## src/rtl/adc3w_pkg.sv

```systemverilog
package adc3w_pkg;
  typedef enum logic [1:0] {ST_IDLE, ST_RUN, ST_GAP} seq_state_e;
  // two sampling clocks plus the null bit precede the word
  localparam int unsigned LEAD_RISES = 3;
endpackage

```

## src/rtl/adc3w_rate.sv

```systemverilog
module adc3w_rate #(
  parameter int unsigned PER_W = 16
) (
  input  logic             clk_i,
  input  logic             rst_ni,
  input  logic             en_i,
  input  logic [PER_W-1:0] period_i,
  output logic             tick_o
);
  logic [PER_W-1:0] cnt_q;

  assign tick_o = en_i && (cnt_q == period_i - 1'b1);

  always_ff @(posedge clk_i or negedge rst_ni) begin
    if (!rst_ni)     cnt_q <= '0;
    else if (!en_i)  cnt_q <= '0;
    else if (tick_o) cnt_q <= '0;
    else             cnt_q <= cnt_q + 1'b1;
  end

  a_r10_no_tick_when_off: assert property (@(posedge clk_i) disable iff (!rst_ni)
    !en_i |-> !tick_o);
endmodule

```

## src/rtl/adc3w_clkdiv.sv

```systemverilog
module adc3w_clkdiv #(
  parameter int unsigned DIV_W = 8
) (
  input  logic             clk_i,
  input  logic             rst_ni,
  input  logic             run_i,
  input  logic [DIV_W-1:0] half_i,
  output logic             tick_o
);
  logic [DIV_W-1:0] cnt_q;

  assign tick_o = run_i && (cnt_q == half_i);

  always_ff @(posedge clk_i or negedge rst_ni) begin
    if (!rst_ni)     cnt_q <= '0;
    else if (!run_i) cnt_q <= '0;
    else if (tick_o) cnt_q <= '0;
    else             cnt_q <= cnt_q + 1'b1;
  end

  a_r3_tick_spacing: assert property (@(posedge clk_i) disable iff (!rst_ni)
    (tick_o && half_i != '0 && $stable(half_i)) |=> !tick_o);
endmodule

```

## src/rtl/adc3w_capture.sv

```systemverilog
module adc3w_capture
  import adc3w_pkg::*;
#(
  parameter int unsigned RES_W = 12,
  parameter int unsigned CNT_W = 6
) (
  input  logic             clk_i,
  input  logic             rst_ni,
  input  logic             clear_i,
  input  logic             rise_i,
  input  logic [CNT_W-1:0] rise_idx_i,
  input  logic             sdo_i,
  output logic [RES_W-1:0] word_o,
  output logic             mis_o
);
  localparam int unsigned IDX_W = $clog2(RES_W);
  localparam logic [CNT_W-1:0] DATA_LO = CNT_W'(LEAD_RISES + 1);
  localparam logic [CNT_W-1:0] DATA_HI = CNT_W'(LEAD_RISES + RES_W);
  localparam logic [CNT_W-1:0] ECHO_HI = CNT_W'(LEAD_RISES + 2 * RES_W - 1);

  logic [RES_W-1:0] word_q;
  logic             mis_q;
  logic             in_data, in_echo;
  logic [CNT_W-1:0] echo_pos;
  logic [IDX_W-1:0] bit_sel;

  assign in_data  = (rise_idx_i >= DATA_LO) && (rise_idx_i <= DATA_HI);
  assign in_echo  = (rise_idx_i > DATA_HI) && (rise_idx_i <= ECHO_HI);
  assign echo_pos = rise_idx_i - DATA_HI;
  assign bit_sel  = echo_pos[IDX_W-1:0];

  always_ff @(posedge clk_i or negedge rst_ni) begin
    if (!rst_ni) begin
      word_q <= '0;
      mis_q  <= 1'b0;
    end else if (clear_i) begin
      word_q <= '0;
      mis_q  <= 1'b0;
    end else if (rise_i) begin
      if (in_data) word_q <= {word_q[RES_W-2:0], sdo_i};
      if (in_echo && (sdo_i != word_q[bit_sel])) mis_q <= 1'b1;
    end
  end

  assign word_o = word_q;
  assign mis_o  = mis_q;

  a_r7_mis_from_echo: assert property (@(posedge clk_i) disable iff (!rst_ni)
    $rose(mis_q) |-> ($past(rise_i) && $past(rise_idx_i) > DATA_HI));
  a_r4_word_only_in_window: assert property (@(posedge clk_i) disable iff (!rst_ni)
    ($past(rise_i) && !$past(clear_i) && $past(rise_idx_i) > DATA_HI) |-> $stable(word_q));
endmodule

```

## src/rtl/adc3w_seq.sv

```systemverilog
module adc3w_seq
  import adc3w_pkg::*;
#(
  parameter int unsigned RES_W = 12,
  parameter int unsigned DIV_W = 8,
  parameter int unsigned CNT_W = 6
) (
  input  logic             clk_i,
  input  logic             rst_ni,
  input  logic             go_i,
  input  logic             echo_en_i,
  input  logic [DIV_W-1:0] div_i,
  input  logic             tick_i,
  input  logic [RES_W-1:0] word_i,
  input  logic             mis_i,
  output logic             run_o,
  output logic [DIV_W-1:0] half_o,
  output logic             rise_o,
  output logic [CNT_W-1:0] rise_idx_o,
  output logic             clear_o,
  output logic             cs_no,
  output logic             sclk_o,
  output logic             valid_o,
  output logic [RES_W-1:0] result_o,
  output logic             err_o
);
  localparam logic [CNT_W-1:0] TOT_PLAIN = CNT_W'(LEAD_RISES + RES_W);
  localparam logic [CNT_W-1:0] TOT_ECHO  = CNT_W'(LEAD_RISES + 2 * RES_W - 1);

  seq_state_e       state_q;
  logic             sclk_q, cs_q, echo_q, gap_q, valid_q, err_q;
  logic [CNT_W-1:0] rise_cnt_q;
  logic [DIV_W-1:0] half_q;
  logic [RES_W-1:0] result_q;
  logic [CNT_W-1:0] total;

  assign total      = echo_q ? TOT_ECHO : TOT_PLAIN;
  assign run_o      = (state_q != ST_IDLE);
  assign half_o     = half_q;
  assign rise_o     = (state_q == ST_RUN) && tick_i && !sclk_q;
  assign rise_idx_o = rise_cnt_q + 1'b1;
  assign clear_o    = (state_q == ST_IDLE) && go_i;

  always_ff @(posedge clk_i or negedge rst_ni) begin
    if (!rst_ni) begin
      state_q    <= ST_IDLE;
      sclk_q     <= 1'b0;
      cs_q       <= 1'b1;
      echo_q     <= 1'b0;
      gap_q      <= 1'b0;
      valid_q    <= 1'b0;
      err_q      <= 1'b0;
      rise_cnt_q <= '0;
      half_q     <= '0;
      result_q   <= '0;
    end else begin
      valid_q <= 1'b0;
      unique case (state_q)
        ST_IDLE: if (go_i) begin
          state_q    <= ST_RUN;
          cs_q       <= 1'b0;
          sclk_q     <= 1'b0;
          rise_cnt_q <= '0;
          echo_q     <= echo_en_i;
          half_q     <= div_i;
        end
        ST_RUN: if (tick_i) begin
          if (!sclk_q) begin
            sclk_q     <= 1'b1;
            rise_cnt_q <= rise_cnt_q + 1'b1;
          end else begin
            sclk_q <= 1'b0;
            if (rise_cnt_q == total) begin
              // release the converter on the final falling edge
              cs_q     <= 1'b1;
              state_q  <= ST_GAP;
              gap_q    <= 1'b0;
              valid_q  <= 1'b1;
              result_q <= word_i;
              err_q    <= mis_i & echo_q;
            end
          end
        end
        ST_GAP: if (tick_i) begin
          if (gap_q) state_q <= ST_IDLE;
          else       gap_q   <= 1'b1;
        end
        default: state_q <= ST_IDLE;
      endcase
    end
  end

  assign cs_no    = cs_q;
  assign sclk_o   = sclk_q;
  assign valid_o  = valid_q;
  assign result_o = result_q;
  assign err_o    = err_q;

  a_r6_valid_one_cycle: assert property (@(posedge clk_i) disable iff (!rst_ni)
    valid_o |=> !valid_o);
  a_r6_valid_at_cs_rise: assert property (@(posedge clk_i) disable iff (!rst_ni)
    valid_o |-> $rose(cs_no));
  a_r3_sclk_idle_low: assert property (@(posedge clk_i) disable iff (!rst_ni)
    cs_no |-> !sclk_o);
  a_r5_rise_limit: assert property (@(posedge clk_i) disable iff (!rst_ni)
    sclk_o |-> (rise_cnt_q != '0 && rise_cnt_q <= total));
  a_r6_result_hold: assert property (@(posedge clk_i) disable iff (!rst_ni)
    !valid_o |-> ($stable(result_o) && $stable(err_o)));
  a_r8_no_restart: assert property (@(posedge clk_i) disable iff (!rst_ni)
    $fell(cs_no) |-> ($past(state_q) == ST_IDLE));
endmodule

```

## src/rtl/adc3w_reader.sv

```systemverilog
module adc3w_reader
  import adc3w_pkg::*;
#(
  parameter int unsigned RES_W = 12,
  parameter int unsigned DIV_W = 8,
  parameter int unsigned PER_W = 16
) (
  input  logic             clk_i,
  input  logic             rst_ni,
  input  logic             start_i,
  input  logic             auto_en_i,
  input  logic [PER_W-1:0] period_i,
  input  logic [DIV_W-1:0] div_i,
  input  logic             echo_en_i,
  input  logic             sdo_i,
  output logic             cs_no,
  output logic             sclk_o,
  output logic [RES_W-1:0] result_o,
  output logic             valid_o,
  output logic             err_o
);
  localparam int unsigned CNT_W = $clog2(LEAD_RISES + 2 * RES_W) + 1;

  logic             rate_tick, div_tick, run, rise, clear, mis, go;
  logic [DIV_W-1:0] half;
  logic [CNT_W-1:0] rise_idx;
  logic [RES_W-1:0] word;

  assign go = start_i | rate_tick;

  adc3w_rate #(.PER_W(PER_W)) i_rate (
    .clk_i, .rst_ni, .en_i(auto_en_i), .period_i, .tick_o(rate_tick)
  );

  adc3w_clkdiv #(.DIV_W(DIV_W)) i_clkdiv (
    .clk_i, .rst_ni, .run_i(run), .half_i(half), .tick_o(div_tick)
  );

  adc3w_capture #(.RES_W(RES_W), .CNT_W(CNT_W)) i_capture (
    .clk_i, .rst_ni, .clear_i(clear), .rise_i(rise), .rise_idx_i(rise_idx),
    .sdo_i, .word_o(word), .mis_o(mis)
  );

  adc3w_seq #(.RES_W(RES_W), .DIV_W(DIV_W), .CNT_W(CNT_W)) i_seq (
    .clk_i, .rst_ni, .go_i(go), .echo_en_i, .div_i, .tick_i(div_tick),
    .word_i(word), .mis_i(mis), .run_o(run), .half_o(half), .rise_o(rise),
    .rise_idx_o(rise_idx), .clear_o(clear), .cs_no, .sclk_o, .valid_o,
    .result_o, .err_o
  );
endmodule

```

## config.mk

```make
export PLATFORM = sky130hd
export DESIGN_NAME = adc3w_reader
export DESIGN_NICKNAME = d
export VERILOG_FILES = /design/src/rtl/adc3w_pkg.sv /design/src/rtl/adc3w_rate.sv /design/src/rtl/adc3w_clkdiv.sv /design/src/rtl/adc3w_capture.sv /design/src/rtl/adc3w_seq.sv /design/src/rtl/adc3w_reader.sv
export SDC_FILE = /design/constraint.sdc
export NUM_CORES = 1
export LEC_CHECK = 0
export CORE_UTILIZATION = 60
export DETAILED_ROUTE_END_ITERATION = 8
export HOLD_SLACK_MARGIN = 0.12
export PLACE_DENSITY = 0.9
export SYNTH_ARGS = -nofsm -noshare
export SYNTH_HDL_FRONTEND = slang
export SYNTH_SLANG_ARGS = --single-unit
```

## constraint.sdc

```tcl
create_clock -name clk_i -period 4 [get_ports clk_i]
set_input_delay 0.4 -clock clk_i [delete_from_list [all_inputs] [get_ports clk_i]]
set_output_delay 0.4 -clock clk_i [all_outputs]
set_load 0.1 [all_outputs]
```

==> flow_summary.ini, run 1 <==
[outcome]
run_status = complete, no violations

[timing]
whs_ns = 0.213
relSlewSlack_pct = 24.6
finalHoldViolations = 0
period_minus_slack_ns = 3.49
setup_viol_count_final = 0
rsz0062_at_grt = false
tightest_slew_ns = 1.12
min_period_over_period_pct = 87.3
slew_violations = 0
finalClockSkew_ns = 0.00666
clock.fmax_mhz = 286
totalNegativeSetupSlack_ns = 0

[routing]
drc = 0
detailroute.wirelength.met3_um = 440
drt_pass1_iterations = 5
wl_met1_mm = 3.63
vias = 3215
finalWirelength_mm = 8.56
met2RoutedLength_mm = 4.33
vias_per_cell = 6.12
wl_per_cell_um = 16.3
antenna_violating_nets_post_route = 0
top_layer = met4
detail_route.iter0.violations = 206

[yosys]
flip_flop_and_latch_count_after_synthesis = 71
synth_nets = 434
synth_cells = 398
asyncSetResetFlopFracSynth_pct = 100
synth_cell_type_count = 56
synthesis.area_per_instance_sq_um = 10.1
area_of_the_mapped_netlist_sq_mm = 0.00402
synth_warnings = 0
seq_area_frac_synth_pct = 44.3
synth_enable_flop_cells = 0
dominantRegCellSynth = sky130_fd_sc_hd__dfrtp_1

[cts]
cts-resized-gates = 0
clockBufferDepth = 2
worst_setup_hold_path_clk_slew_ns = 0.07
cts_sinks = 71
clock_tree_from_tritoncts = done
root_buffer = sky130_fd_sc_hd__clkbuf_8
worstSkewPairLatency_ns = 0.35
htree_levels = 3
cts_buffers = 9
postCtsSetupRepairBufs = 0
postCtsHoldBufs = 0

[global_routing]
number_of_antenna_violations_at_the_first_check_in_global_routing = 0
overflow_left_after_global_routing = 0
aggregate_global_route_resource_usage_pct = 27.2
grt_start_max_net_pins = 47
first_global_vias = 3141
grt_first_pass_wirelength_mm = 14.8

[placed_design]
finalWeightedCongestion = 0.855
dp.final_hpwl_mm = 6.09
buffer_ports.inserted = 45
dpl.cell_count = 509

[power]
seq_power_share_pct = 47.5
netSwitchingFraction_pct = 31.5
power.density_cell_area_mw_per_mm2 = 421
irDropWorstVdd_mv = 0.316
cell_internal_pwr_uw = 1360
power.share.combinational_pct = 22.6
power.share.clock_pct = 29.9
p_leak_uw = 0.00202
power_switching_uw = 625

[layout]
insertedDiodeCount = 0
area.growth.synth_to_final_pct = 17.5
drive_above_1_share_pct = 10.0
nets = 479
final_cell_count_no_fill = 525

[worst_setup_path]
reg2reg_slack_ns = 0.98
criticalPathCategory = input pin to flop
end_kind = flop
r2r_end = i_capture.word_o[5]$_DFFE_PN0P_
critPathArrivalTime_ns = 3.67
largest_driver_fanout_on_the_critical_path = 16
worstSetupStartpointType = input pin
cp_data_required_time_ns = 4.18
r2r.worst_path.cells = 7
reg2reg_from = i_clkdiv.cnt_q[3]$_DFF_PN0_

[floorplanning]
core_region_area_sq_mm = 0.00642
io_pins = 46
floorplan.die.height_um = 83.8
die_w_um = 83.8
total_die_area_sq_mm = 0.00702
row_count = 29
start_util_pct = 62.5

[flow_run]
max_cap_violations = 0

[worst_hold_path]
timing.hold.worst.class = input pin to asynchronous set/reset pin
power groups by stage:
stage          logic [uW]  registers (uW)  clock network (uW)
6_report              449             944                 594
2_1_floorplan         314             936                   0
5_1_grt               498             956                 637
3_5_place_dp          446             953                   0
3_3_place_gp          428             942                   0
4_1_cts               451             941                 602
sequential cells by signal (all words and copies together) (netlist names), 2 cells and up:
name	flops
i_capture.word_o	12
i_clkdiv.cnt_q	8
i_rate.cnt_q	16
i_seq.half_o	8
i_seq.result_o	12
i_seq.rise_cnt_q	6
i_seq.state_q	2
how the worst max path moves through the flow:
stage                     start                         to  cells past startpoint
global placement    period_i[0]  i_rate.cnt_q[3]$_DFF_PN0_                     10
floorplan           period_i[0]   i_seq.echo_q$_DFFE_PN0P_                     10
finish              period_i[0]  i_rate.cnt_q[8]$_DFF_PN0_                     10
global route        period_i[0]  i_rate.cnt_q[8]$_DFF_PN0_                     10
detailed placement  period_i[0]  i_rate.cnt_q[8]$_DFF_PN0_                     10
CTS                 period_i[0]  i_rate.cnt_q[8]$_DFF_PN0_                     10
cell usage after synthesis, drive strengths merged (2+ instances only):
cell / n / area share (%)
inv: 15 / 1.4
o21ai: 14 / 1.7
clkbuf: 7 / 0.65
a31oi: 4 / 0.62
nor3: 7 / 0.87
dfrtp: 70 / 44
mux2: 21 / 5.9
nand3b: 2 / 0.37
nand4: 7 / 1.1
or4: 3 / 0.56
nand2: 20 / 1.9
xor2: 19 / 4.1
or3b: 2 / 0.44
nor3b: 4 / 0.87
mux4: 3 / 1.7
and3: 7 / 1.1
nor4: 5 / 1.5
xnor2: 29 / 6.3
ha: 6 / 1.9
a2111oi: 2 / 0.44
o31ai: 4 / 0.75
o2111ai: 2 / 0.44
a22oi: 2 / 0.37
a21oi: 7 / 0.87
buf: 8 / 1.3
nor2b: 4 / 0.62
a21o: 2 / 0.37
or3: 3 / 0.47
a21boi: 2 / 0.37
nand4b: 2 / 0.44
and4b: 2 / 0.50
o211ai: 4 / 0.75
nand3: 18 / 2.2
mux2i: 14 / 3.5
o22ai: 5 / 0.93
and4: 2 / 0.44
nor2: 61 / 5.8
routing by layer:
metal	vias up	GRT usage, %
li1	1509	-
met1	1573	34.9
met2	116	44.4
met3	17	8.01
met4	0	9.09
met5	-	0
final cells by class:
type | instances | area [sq um]
Fill cell | 437 | 1710
Clock buffer | 13 | 169
Clock inverter | 3 | 40.0
Multi-Input combinational cell | 297 | 2100
Tap cell | 77 | 96.3
Timing Repair Buffer | 49 | 475
Inverter | 15 | 56.3
Sequential cell | 71 | 1780
critical path, stage by stage:
cell and delay (ns):
sky130_fd_sc_hd__clkdlybuf4s50_1 0.52, sky130_fd_sc_hd__inv_1 0.10, sky130_fd_sc_hd__ha_1 0.22, sky130_fd_sc_hd__nor3b_2 0.51
sky130_fd_sc_hd__nand2_1 0.11, sky130_fd_sc_hd__a2111oi_0 0.35, sky130_fd_sc_hd__or3b_2 0.19, sky130_fd_sc_hd__nand4b_1 0.20
sky130_fd_sc_hd__o21ai_1 0.94, sky130_fd_sc_hd__nor2_1 0.14
cells in the final DEF (no fill, tap or decap), types with 6 or more instances in the layout:
cell type,netlist,routed
sky130_fd_sc_hd__and3_1,7,7
sky130_fd_sc_hd__mux2_2,13,13
sky130_fd_sc_hd__mux2_1,8,8
sky130_fd_sc_hd__nor3_1,7,7
sky130_fd_sc_hd__nand4_1,7,7
sky130_fd_sc_hd__ha_1,6,6
sky130_fd_sc_hd__dfrtp_1,70,70
sky130_fd_sc_hd__mux2i_1,14,14
sky130_fd_sc_hd__o21ai_0,12,12
sky130_fd_sc_hd__clkdlybuf4s50_1,0,44
sky130_fd_sc_hd__xnor2_1,29,29
sky130_fd_sc_hd__inv_1,15,15
sky130_fd_sc_hd__clkbuf_8,0,12
sky130_fd_sc_hd__xor2_1,19,19
sky130_fd_sc_hd__nand2_1,20,20
sky130_fd_sc_hd__nand3_1,18,18
sky130_fd_sc_hd__a21oi_1,7,7
sky130_fd_sc_hd__nor2_1,60,60
cell families (layout without fill, tap and decap cells):
family | after synthesis | count (layout) | share of synthesized area (%)
and+or+nand+nor | 150 | 150 | 19.3
muxes | 38 | 38 | 11.1
AOI/OAI and AO/OA | 55 | 55 | 9.63
adders and majority gates | 6 | 6 | 1.87
DFF | 71 | 71 | 44.3
xor gates and xnor gates | 48 | 48 | 10.5
buffers and inverters | 30 | 80 | 3.37
through the flow:
stage          setup slack (ns)  instance area [sq um]  utilization [%]  total power (uW)
2_1_floorplan              1.33                   4020                -              1250
6_report                  0.507                   4720             73.4              1990
4_1_cts                   0.526                   4720             73.4              1990
5_1_grt                   0.102                   4720             73.4              2090
3_5_place_dp              0.149                   4510             70.2              1400
3_3_place_gp              0.380                   4510             70.2              1370
No activity file was read; power rests on OpenSTA's default activity.
==> run 2: changes to the inputs <==
- REMOVE_ABC_BUFFERS: not set -> 1
==> run 2 against run 1 <==
Effect of this change: global-route usage shrank 1.7 points; fmax increased by 0.90%; the run now ends with DRC left; non-clock buffer count shrank 1; final cell count shrank 0.19%; wire length decreased by 3.4%; sequential power down 0.7%; flip-flop and latch count stayed put; clock power is 12% higher; register-to-register slack improved by 0.05 ns; sequential share of layout area down 0.11 points; setup slack better by 0.031 ns; hold slack got worse by 0.013 ns.
==> flow_summary.ini, run 2 (synthesis gave the netlist of run 1 again) <==
[routing]
vias = 3149
detail_route.iter0.violations = 169
vias_per_cell = 6.01
wl_per_cell_um = 15.8
antenna_violating_nets_post_route = 0
drt_pass1_iterations = 6
finalWirelength_mm = 8.28
drc = 4

[timing]
whs_ns = 0.200
setup_viol_count_final = 0
period_minus_slack_ns = 3.46
min_period_over_period_pct = 86.5
finalHoldViolations = 0
tightest_slew_ns = 1.20
slew_violations = 0
finalClockSkew_ns = 0.00635
relSlewSlack_pct = 19.7
totalNegativeSetupSlack_ns = 0
clock.fmax_mhz = 289
rsz0062_at_grt = false

[worst_setup_path]
r2r_end = i_capture.word_o[6]$_DFFE_PN0P_
worst_path_dominant_cell_family = compound AO/OA/AOI/OAI gates
criticalPathCategory = input pin to flop
critical_path.cell_chain = clkdlybuf4s50_1, inv_1, ha_1, nor3b_2, nand2_1, a2111oi_0, or3b_2, nand4b_1, o21ai_1, nor2_1
reg2reg_from = i_clkdiv.cnt_q[5]$_DFF_PN0_
reg2reg_slack_ns = 1.03
largest_driver_fanout_on_the_critical_path = 16
cp_slowest_cell = sky130_fd_sc_hd__o21ai_1
largest_stage_delay_on_the_critical_path_ns = 0.98
path_depth = 10
worstSetupStartpointType = input pin
r2r.worst_path.cells = 7
startpoint = period_i[0]
worst-path-buf-inv = 2
critPathCapture = i_rate.cnt_q[3]$_DFF_PN0_
end_kind = flop
cp_data_required_time_ns = 4.19
critPathArrivalTime_ns = 3.65

[cts]
root_buffer = sky130_fd_sc_hd__clkbuf_8
cts-resized-gates = 0
worst_setup_hold_path_clk_slew_ns = 0.08
postCtsHoldBufs = 0
postCtsSetupRepairBufs = 0
clock_tree_from_tritoncts = done
clockBufferDepth = 2
cts_buffers = 9
htree_levels = 3
cts_sinks = 71
worstSkewPairLatency_ns = 0.35

[placed_design]
finalWeightedCongestion = 0.923
buffer_ports.inserted = 45
dp.final_hpwl_mm = 5.76

[worst_hold_path]
timing.hold.worst.class = input pin to asynchronous set/reset pin

[layout]
final_layout_fill_cell_count = 456
drive_above_1_share_pct = 10.1
area.growth.synth_to_final_pct = 17.8
regMostFlops = i_rate.cnt_q
insertedDiodeCount = 0
nets = 478
layout.cells.most_common_list = sky130_fd_sc_hd__dfrtp_1 (70), sky130_fd_sc_hd__nor2_1 (60), sky130_fd_sc_hd__clkdlybuf4s50_1 (44), sky130_fd_sc_hd__xnor2_1 (29), sky130_fd_sc_hd__nand2_1 (20)
largest_register_ff_count = 16
layout.cells.most_common = sky130_fd_sc_hd__dfrtp_1

[power]
fin_total_pwr_uw = 2050
p_leak_uw = 0.00202
irDropWorstVdd_mv = 0.258
power.density_cell_area_mw_per_mm2 = 432

[global_routing]
overflow_left_after_global_routing = 0
grt_first_pass_wirelength_mm = 14.2
first_global_vias = 3110
grt_start_max_net_pins = 46
aggregate_global_route_resource_usage_pct = 25.5
number_of_antenna_violations_at_the_first_check_in_global_routing = 0

[floorplanning]
die_w_um = 83.8
io_pins = 46
floorplan.die.height_um = 83.8
total_die_area_sq_mm = 0.00702
core_region_area_sq_mm = 0.00642
start_util_pct = 62.5
row_count = 29

[flow_run]
max_cap_violations = 0

[outcome]
violations = DRC
run_status = complete, but fails checks
==> run 2: changes by cell type in the layout (fill, tap and decap cells not counted) <==
cell                        previous run  this run
sky130_fd_sc_hd__bufinv_16             1         2
sky130_fd_sc_hd__clkbuf_8             12        11
sky130_fd_sc_hd__inv_6                 0         1
sky130_fd_sc_hd__clkbuf_1              1         0
sky130_fd_sc_hd__buf_4                 4         3
==> run 2: layout make-up <==
type	instances	area [sq um]	share of cell area, %
multi-input combinational	297	2100	44.4
sequential	71	1780	37.6
timing repair buffer	48	468	9.89
clock buffer	11	151	3.20
tap	77	96.3	2.04
clock inverter	5	78.8	1.67
inverter	15	56.3	1.19
==> run 2: worst register-to-register path, stage by stage, from the launching register on <==
cell and delay, ns:
sky130_fd_sc_hd__dfrtp_1 0.44, sky130_fd_sc_hd__xnor2_1 0.18, sky130_fd_sc_hd__nand2_1 0.10, sky130_fd_sc_hd__or4_1 0.65
sky130_fd_sc_hd__or4_1 0.52, sky130_fd_sc_hd__nor2_2 0.62, sky130_fd_sc_hd__mux2i_1 0.29, sky130_fd_sc_hd__nor2_1 0.06
==> run 2: stage by stage <==
step,cells,area (sq um),setup WS [ns],utilization (%)
2_1_floorplan,383,3940,0.763,-
3_3_place_gp,508,4500,0.314,70.1
3_5_place_dp,508,4500,0.168,70.1
4_1_cts,524,4730,0.558,73.7
5_1_grt,524,4730,0.158,73.7
6_report,524,4730,0.538,73.7
==> run 2: per-layer routing <==
layer	track usage, %	part of all wire, %	vias to the layer above
li1	-	-	1494
met1	32.5	43	1537
met2	42.6	50	97
met3	5.34	4.6	21
met4	10.3	2.1	0
met5	0	0	-
==> run 2: power by group <==
part           switching (uW)  internal (uW)  leakage, uW
clock network             279            385     0.000120
logic                     233            212     0.000954
registers                 126            811     0.000947
==> run 2: worst min path at each step <==
stage                             startpoint  cells past startpoint                         endpoint
5_1_grt                               rst_ni                      1  i_capture.word_o[0]$_DFFE_PN0P_
2_1_floorplan                         rst_ni                      0      i_capture.mis_o$_DFFE_PN0P_
6_report                              rst_ni                      1    i_seq.result_o[1]$_DFFE_PN0P_
4_1_cts                               rst_ni                      1    i_seq.result_o[1]$_DFFE_PN0P_
3_5_place_dp   i_seq.result_o[1]$_DFFE_PN0P_                      1    i_seq.result_o[1]$_DFFE_PN0P_
3_3_place_gp   i_seq.result_o[0]$_DFFE_PN0P_                      1    i_seq.result_o[0]$_DFFE_PN0P_
